==> config.mk <==
export PLATFORM = sky130hd
export DESIGN_NAME = ahs_read_master
export DESIGN_NICKNAME = d
export VERILOG_FILES = /design/src/rtl/ahs_pkg.sv /design/src/rtl/ahs_sync.sv /design/src/rtl/ahs_cnt.sv /design/src/rtl/ahs_read_master.sv
export SDC_FILE = /design/constraint.sdc
export NUM_CORES = 1
export LEC_CHECK = 0
export ABC_AREA = 1
export BUFFER_PORTS_ARGS = -buffer_cell sky130_fd_sc_hd__clkbuf_2
export CAP_MARGIN = 20
export CORE_MARGIN = 2
export CORE_UTILIZATION = 25
export CTS_BUF_LIST = sky130_fd_sc_hd__clkbuf_4
export CTS_CLUSTER_DIAMETER = 200
export DETAILED_ROUTE_END_ITERATION = 10
export SLEW_MARGIN = 20
export SYNTH_ARGS = -nofsm -noshare
export SYNTH_HDL_FRONTEND = slang
export SYNTH_HIERARCHICAL = 1
export SYNTH_SLANG_ARGS = --single-unit
==> constraint.sdc <==
create_clock -name clk -period 2.75 [get_ports clk]
set_input_delay 0.1375 -clock clk [delete_from_list [all_inputs] [get_ports clk]]
set_output_delay 0.1375 -clock clk [all_outputs]
set_load 0.01 [all_outputs]
==> src/rtl/ahs_pkg.sv <==
package ahs_pkg;

   typedef enum logic [1:0] {
      ST_IDLE   = 2'd0,
      ST_SETTLE = 2'd1,
      ST_WAIT   = 2'd2,
      ST_DROP   = 2'd3
   } ahs_state_e;

endpackage

==> src/rtl/ahs_sync.sv <==
module ahs_sync #(
   parameter int STAGES = 2
) (
   input  logic clk,
   input  logic rst_n,
   input  logic d_i,
   output logic q_o
);

   initial begin : p_param_chk
      assert (STAGES >= 2) else $fatal(1, "ahs_sync: STAGES must be at least 2");
   end

   logic [STAGES-1:0] chain_q;

   generate
      for (genvar gi = 0; gi < STAGES; gi++) begin : g_stage
         if (gi == 0) begin : g_first
            always_ff @(posedge clk or negedge rst_n) begin
               if (!rst_n) chain_q[gi] <= 1'b0;
               else        chain_q[gi] <= d_i;
            end
         end else begin : g_next
            always_ff @(posedge clk or negedge rst_n) begin
               if (!rst_n) chain_q[gi] <= 1'b0;
               else        chain_q[gi] <= chain_q[gi-1];
            end
         end
      end
   endgenerate

   assign q_o = chain_q[STAGES-1];

endmodule

==> src/rtl/ahs_cnt.sv <==
module ahs_cnt #(
   parameter int LIMIT = 4
) (
   input  logic clk,
   input  logic rst_n,
   input  logic clr_i,
   input  logic en_i,
   output logic hit_o
);

   localparam int CW = (LIMIT < 2) ? 1 : $clog2(LIMIT);

   initial begin : p_param_chk
      assert (LIMIT >= 1) else $fatal(1, "ahs_cnt: LIMIT must be at least 1");
   end

   logic [CW-1:0] cnt_q;

   always_ff @(posedge clk or negedge rst_n) begin
      if (!rst_n)      cnt_q <= '0;
      else if (clr_i)  cnt_q <= '0;
      else if (en_i)   cnt_q <= (cnt_q == CW'(LIMIT - 1)) ? '0 : cnt_q + 1'b1;
   end

   assign hit_o = en_i && (cnt_q == CW'(LIMIT - 1));

endmodule

==> src/rtl/ahs_read_master.sv <==
module ahs_read_master
   import ahs_pkg::*;
#(
   parameter int AW          = 16,
   parameter int DW          = 32,
   parameter int SETTLE_CYC  = 2,
   parameter int TIMEOUT_CYC = 64,
   parameter int SYNC_STAGES = 2
) (
   input  logic          clk,
   input  logic          rst_n,
   input  logic          req_i,
   input  logic [AW-1:0] addr_i,
   output logic [DW-1:0] rdata_o,
   output logic          done_o,
   output logic          err_o,
   output logic [AW-1:0] bus_addr_o,
   output logic          bus_rd_o,
   output logic          bus_msyn_o,
   input  logic          bus_ssyn_i,
   input  logic [DW-1:0] bus_data_i
);

   localparam int MIN_TMO = SYNC_STAGES + 2;

   initial begin : p_param_chk
      assert (AW >= 1 && DW >= 1) else $fatal(1, "ahs_read_master: widths must be positive");
      assert (SETTLE_CYC >= 1) else $fatal(1, "ahs_read_master: SETTLE_CYC must be at least 1");
      assert (TIMEOUT_CYC >= MIN_TMO) else $fatal(1, "ahs_read_master: TIMEOUT_CYC too short for the synchronizer");
   end

   ahs_state_e state_q;
   logic       ssyn_s;
   logic       settle_hit;
   logic       tmo_hit;

   ahs_sync #(.STAGES(SYNC_STAGES)) u_ssyn_sync (
      .clk   (clk),
      .rst_n (rst_n),
      .d_i   (bus_ssyn_i),
      .q_o   (ssyn_s)
   );

   ahs_cnt #(.LIMIT(SETTLE_CYC)) u_settle_cnt (
      .clk   (clk),
      .rst_n (rst_n),
      .clr_i (state_q != ST_SETTLE),
      .en_i  (state_q == ST_SETTLE),
      .hit_o (settle_hit)
   );

   ahs_cnt #(.LIMIT(TIMEOUT_CYC)) u_tmo_cnt (
      .clk   (clk),
      .rst_n (rst_n),
      .clr_i (state_q != ST_WAIT),
      .en_i  (state_q == ST_WAIT),
      .hit_o (tmo_hit)
   );

   always_ff @(posedge clk or negedge rst_n) begin
      if (!rst_n) begin
         state_q    <= ST_IDLE;
         bus_addr_o <= '0;
         bus_rd_o   <= 1'b0;
         bus_msyn_o <= 1'b0;
         rdata_o    <= '0;
         done_o     <= 1'b0;
         err_o      <= 1'b0;
      end else begin
         done_o <= 1'b0;
         case (state_q)
            ST_IDLE: begin
               if (req_i) begin
                  bus_addr_o <= addr_i;
                  bus_rd_o   <= 1'b1;
                  err_o      <= 1'b0;
                  state_q    <= ST_SETTLE;
               end
            end
            ST_SETTLE: begin
               if (settle_hit) begin
                  bus_msyn_o <= 1'b1;
                  state_q    <= ST_WAIT;
               end
            end
            ST_WAIT: begin
               if (ssyn_s) begin
                  rdata_o    <= bus_data_i;
                  bus_msyn_o <= 1'b0;
                  state_q    <= ST_DROP;
               end else if (tmo_hit) begin
                  err_o      <= 1'b1;
                  bus_msyn_o <= 1'b0;
                  state_q    <= ST_DROP;
               end
            end
            ST_DROP: begin
               if (!ssyn_s) begin
                  bus_rd_o   <= 1'b0;
                  bus_addr_o <= '0;
                  done_o     <= 1'b1;
                  state_q    <= ST_IDLE;
               end
            end
            default: state_q <= ST_IDLE;
         endcase
      end
   end

   AST_MSYN_NEEDS_RD: assert property (@(posedge clk) disable iff (!rst_n)
      bus_msyn_o |-> bus_rd_o);

   AST_ADDR_HELD: assert property (@(posedge clk) disable iff (!rst_n)
      (bus_rd_o && $past(bus_rd_o)) |-> $stable(bus_addr_o));

   AST_RELEASE_AFTER_SSYN: assert property (@(posedge clk) disable iff (!rst_n)
      $fell(bus_rd_o) |-> !$past(ssyn_s));

   AST_MSYN_FALL_CAUSE: assert property (@(posedge clk) disable iff (!rst_n)
      $fell(bus_msyn_o) |-> ($past(ssyn_s) || err_o));

   AST_DONE_ONE_CYCLE: assert property (@(posedge clk) disable iff (!rst_n)
      done_o |=> !done_o);

   AST_DONE_BUS_IDLE: assert property (@(posedge clk) disable iff (!rst_n)
      done_o |-> (!bus_rd_o && !bus_msyn_o));

   AST_ERR_ON_ABORT: assert property (@(posedge clk) disable iff (!rst_n)
      $rose(err_o) |-> $fell(bus_msyn_o));

   AST_RESPONSE_WINS: assert property (@(posedge clk) disable iff (!rst_n)
      (state_q == ST_WAIT && ssyn_s) |=> !err_o);

endmodule

### Yosys cells after proc, flatten, opt, wreduce, memory -nomap -nowiden

Index checks and enable logic that the tools add are counted.

* output and inout port bits: 52
* input port bits: 52
* bits in registers: 63

* add/sub/neg operators: 2
* reduce and logical (&&, ||, !) cells: 13
* mux-type cells: 28
* equality and inequality tests: 12

Operators with widths (number)
* $mux 16: 2
* $pmux 16 s2: 1
* $mux 6: 3
* $mux 1: 13
* $ne 2x2->1 const B: 6
* $mux 2: 5
* $reduce_bool 2->1: 5
* $pmux 2 s4: 1
* $reduce_and 4->1: 2
* $add 6x1->6 const B: 1
* $eq 6x6->1 const B: 1
* $pmux 1 s2: 3
* $reduce_and 3->1: 2
* $eq 2x2->1 const B: 2
* $ne 3x3->1 const B: 1
* $eq 2x1->1 const B: 1
* $logic_and 1x1->1: 2
* $logic_not 2->1: 1
* $ne 2x1->1 const B: 1
* $reduce_and 2->1: 1
* $add 1x1->1 const B: 1

### Longest topological paths before layout

* depth in word-level cells: 5
* gate-level depth with buffers: 10

### By module

The synthesis kept the hierarchy.

Modules (own cells, without submodules)
* ahs_read_master: instances 1, cells each 261, seq. area each 1351.3 µm², area an instance 2341.0 µm²
* ahs_cnt (u_tmo_cnt): instances 1, cells each 41, seq. area each 150.1 µm², area an instance 321.6 µm²
* ahs_cnt (u_settle_cnt): instances 1, cells each 7, seq. area each 25.0 µm², area an instance 50.0 µm²
* ahs_sync: instances 1, cells each 2, seq. area each 50.0 µm², area an instance 50.0 µm²

### Worst setup path before layout

OpenSTA, ideal clock, no wires.

* kind: register -> register
* start point: register state_q[0]
* end point: register state_q[0]
* cell stages (with the launch flop): 10
* period minus slack after synthesis: 1496 ps
* buffers on the path: 0
* required time: 2629 ps
* setup time: 121 ps
* data arrival time: 1374 ps
* slack: 1254 ps
* cells stage by stage: dfrtp_1 -> inv_1 -> ha_1 -> nand2_1 -> inv_1 -> nor2_1 -> nand2_1 -> nand2_1 -> o21bai_1 -> nand2_1

* word-level cells in the longest chain between the ends: 4
* elaborated cells on any way between the ends: 12
* classes of those cells: eq/ne (7); mux (1); reduce/logical (4)

RTL lines
* start: declaration: RTL line ahs_read_master.sv:32 `ahs_state_e state_q;`
* start signal: assignment: RTL line ahs_read_master.sv:62 `state_q <= ST_IDLE;`
* start signal: assignment: RTL line ahs_read_master.sv:77 `state_q <= ST_SETTLE;`
* start signal: assignment: RTL line ahs_read_master.sv:83 `state_q <= ST_WAIT;`
* $eq 2x2->1: RTL line ahs_read_master.sv:56 `.en_i (state_q == ST_WAIT),`
* $logic_and 1x1->1: RTL line ahs_cnt.sv:25 `assign hit_o = en_i && (cnt_q == CW'(LIMIT - 1));`
* net tmo_hit: RTL line ahs_read_master.sv:35 `logic tmo_hit;`
* $ne 3x3->1 (no line)
* $reduce_and 4->1 (no line)

The timed path passes the listed nets, and every way through them passes these cells.
A chain may end at the register's enable or synchronous reset.

### Final worst setup path

* start point: register state_q[0]
* end point: register bus_addr_o[11]

* word-level cells in the longest chain between the ends: 3
* elaborated cells on any way between the ends: 7
* classes of those cells: eq/ne (3); mux (1); reduce/logical (3)

RTL lines
* $eq 2x2->1 / $logic_not 2->1 (equally long branches): RTL line ahs_read_master.sv:71 `case (state_q)`
* $ne 2x2->1 (no line) / $reduce_bool 2->1 (equally long branches)
* $reduce_and 3->1 (no line)
* end signal: assignment: RTL line ahs_read_master.sv:74 `bus_addr_o <= addr_i;`
* end: declaration: RTL line ahs_read_master.sv:17 `output logic [AW-1:0] bus_addr_o,`

Several ways; a longest one is shown, not always the timed one.

==> flow_summary.yaml <==
routing:
  antenna_left: 0
  drt_iter0_drc: 133
  routedWlPerCell_um: 11.1
  remaining_drc_errors: 0
  num_vias: 2531
  viasPerCell: 4.13
  wl_um: 6820
  drtPass1Iterations: 4
clock_tree:
  clock-sinks: 63
  clkTransAtPathRegs_ns: 0.10
  ctsHoldBuffers: 50
  clk_root_buffer_cell: "clkbuf_4"
  cts_tree: "built"
  clk_latency_ns: 0.39
  ctsResizeCount: 0
  cts_buffers: 9
  cts_max_level: 3
  max-clock-path-buffers: 2
  cts_setup_buffers: 0
synthesis:
  synth_edf_count: 0
  yosysSeqAreaShare_pct: 57.1
  synth_cell_type_count: 23
  synth_adder_area_share_pct: 3.62
  synth_top_family_by_area: "simple AND/OR/NAND/NOR gates"
  ys.flop_type: "dfrtp_1"
  synth.mux.area_fraction_pct: 0
  ys_ff_latch: 63
  syn_nets: 371
  ys_async_sr_fraction_pct: 100
  synth_compound_area_share_pct: 3.35
  syn_area_mm2: 0.00276
  synth_xor_area_share_pct: 0
  avgSynthCellArea_um2: 8.88
  ys.warnings.count: 6
  syn_inst: 311
  synth_simple_gate_area_share_pct: 30.7
timing:
  setup_viol: 0
  slew-limit-headroom_pct: 50.9
  rsz0062_at_grt: "false"
  min_period_ns: 1.78
  period_share_pct: 64.6
  slew_violations: 0
  finalSetupTns_ns: 0
  tightestPinTransition_ns: 0.734
  max_freq_mhz: 562
  hold_violations: 0
  finClkSkew_ns: 0.0127
layout:
  num-nets-final: 529
  layout_commonest_cell: "nand2_1"
  final_cell_mix: "nand2_1, clkbuf_2, dfrtp_1"
  nFillCells: 1075
  drive_gt1_share_pct: 30.0
  final_core_util_pct: 37.6
  area_growth_pct: 47.0
  diodes: 0
  final_area_mm2: 0.00406
placement:
  dpl-instance-area_mm2: 0.00341
  portBuffers: 103
  dpl.hpwl_um: 4320
  gp_congestion: 0.758
setup_path:
  critical_path_required_ns: 3.08
  crit_fanout: 17
  worstReg2RegStart: "state_q[0]$_DFFE_PN0P_"
  crit_type: "flip-flop to flip-flop"
  worst-r2r-setup-slack_ns: 0.97
  cp.arrival_ns: 2.11
  worst-r2r-cell-count: 7
  endpoint_kind: "flip-flop"
  r2r-end: "bus_addr_o[11]$_DFFE_PN0P_"
  slowest_delay_ns: 0.48
  slowest_stage: "a21oi_4"
  worstSetupStartpointType: "flip-flop"
  path_cells: "inv_1 -> ha_1 -> inv_2 -> nor2_2 -> a21oi_4 -> nand3_1 -> nand2_1"
power_and_ir_drop:
  power_density_mw_per_mm2: 989
  p_clk_share_pct: 17.2
  p_switching_uw: 1640
  p_seq_share_pct: 38.8
  pwr-share-comb_pct: 44.0
  leakage_uw: 0.00222
  sw_frac_of_total_pct: 40.9
  ir_drop_v: 0.000433
  internal_power_uw: 2370
floorplanning:
  num_io_pins: 104
  die_w_um: 109
  start_util_pct: 25.6
  fp-row-count: 38
  coreArea_mm2: 0.0108
  die_h_um: 109
  fp.dieArea_mm2: 0.0119
global_routing:
  grt_use_total_pct: 12.0
  grt_antenna_before_repair: 0
  grt_max_degree: 47
  grt_overflow: 0
  grt_pass1_vias: 2522
  grt_pass1_wl_um: 11200
worst_hold_path:
  hp-class: "input port to flip-flop"
  min_to: "err_o$_DFFE_PN0P_"
  hp-start: "req_i"
  hold_depth: 5
run:
  cap_violations: 0
outcome:
  outcome: "completed"
-- state kept, by name (all words and copies together) (netlist names) --
register and flops:
u_tmo_cnt/cnt_q 6, rdata_o 32, bus_addr_o 16, bus_rd_o 1, bus_msyn_o 1, done_o 1
state_q 2, u_ssyn_sync/chain_q 1, u_ssyn_sync/q_o 1, err_o 1, u_settle_cnt/cnt_q 1
-- kinds of logic after synthesis --
group           after synthesis
compound gates               13
flops                        63
simple gates                197
buf+inv                      30
fa+ha+maj                     8
-- metal layers --
metal,up-vias,share of wire (%),track usage [%]
li1,1278,-,-
met1,1157,44,14.0
met2,89,47,20.7
met3,7,7.6,4.90
met4,0,0.87,2.56
met5,-,0,0
-- worst max-delay path: cells and delay by family, from the launching register on --
| family | cells | cell delay, ns |
|---|---|---|
| AOI/OAI and AO/OA | 1 | 0.48 |
| DFF | 1 | 0.44 |
| and+or+nand+nor | 3 | 0.31 |
| adders and majority gates | 1 | 0.26 |
| buffers and inverters | 2 | 0.24 |
-- power by group through the flow --
stage               sequential (µW)  clock, µW  combinational (µW)
finish                         1560        690                1770
global route                   1610        768                2020
CTS                            1560        731                1780
detailed placement             1560          0                1730
global placement               1560          0                1690
floorplan                      1720          0                 990
-- stage by stage --
| stage | hold slack, ns | worst slack [ns] | std cells | power [µW] |
|---|---|---|---|---|
| 2_1_floorplan | -0.158 | 1.25 | 311 | 2710 |
| 3_3_place_gp | 0.249 | 1.08 | 548 | 3250 |
| 3_5_place_dp | 0.257 | 0.998 | 548 | 3290 |
| 4_1_cts | 0.142 | 0.965 | 613 | 4070 |
| 5_1_grt | 0.199 | 0.762 | 613 | 4390 |
| 6_report | 0.178 | 0.972 | 613 | 4020 |
-- synth_stat cells, types with 2 or more instances --
cell type / n / area share (%)
nor2_1: 11 / 1.5
nand2_2: 2 / 0.45
clkbuf_1: 3 / 0.41
o21ai_0: 5 / 0.91
inv_1: 17 / 2.3
a21oi_1: 3 / 0.54
nand3_1: 12 / 2.2
inv_2: 4 / 0.54
nand2_1: 154 / 21
nor2_2: 2 / 0.45
o21bai_1: 2 / 0.54
nand4_1: 5 / 1.1
ha_1: 8 / 3.6
dfrtp_1: 63 / 57
buf_2: 3 / 0.54
nand3_2: 10 / 3.6
-- worst max-delay path by stage --
stage | slack [ns] | from | endpoint | cells past startpoint
finish | 0.97 | state_q[0]$_DFFE_PN0P_ | bus_addr_o[11]$_DFFE_PN0P_ | 7
global route | 0.76 | state_q[0]$_DFFE_PN0P_ | state_q[0]$_DFFE_PN0P_ | 9
CTS | 0.96 | state_q[0]$_DFFE_PN0P_ | bus_addr_o[11]$_DFFE_PN0P_ | 7
detailed placement | 1.0 | state_q[0]$_DFFE_PN0P_ | bus_addr_o[11]$_DFFE_PN0P_ | 7
global placement | 1.08 | state_q[0]$_DFFE_PN0P_ | bus_addr_o[10]$_DFFE_PN0P_ | 7
floorplan | 1.25 | state_q[0]$_DFFE_PN0P_ | state_q[0]$_DFFE_PN0P_ | 9
-- final cells by class --
class,instances,area (µm²),share of cell area [%]
Clock buffer,10,75.1,1.85
Clock inverter,5,73.8,1.82
Inverter,21,78.8,1.94
Multi-Input combinational cell,218,1040,25.6
Sequential cell,63,1580,38.8
Tap cell,140,175,4.31
Timing Repair Buffer,156,1040,25.6
Note: power is estimated with default switching activity, not from simulation.
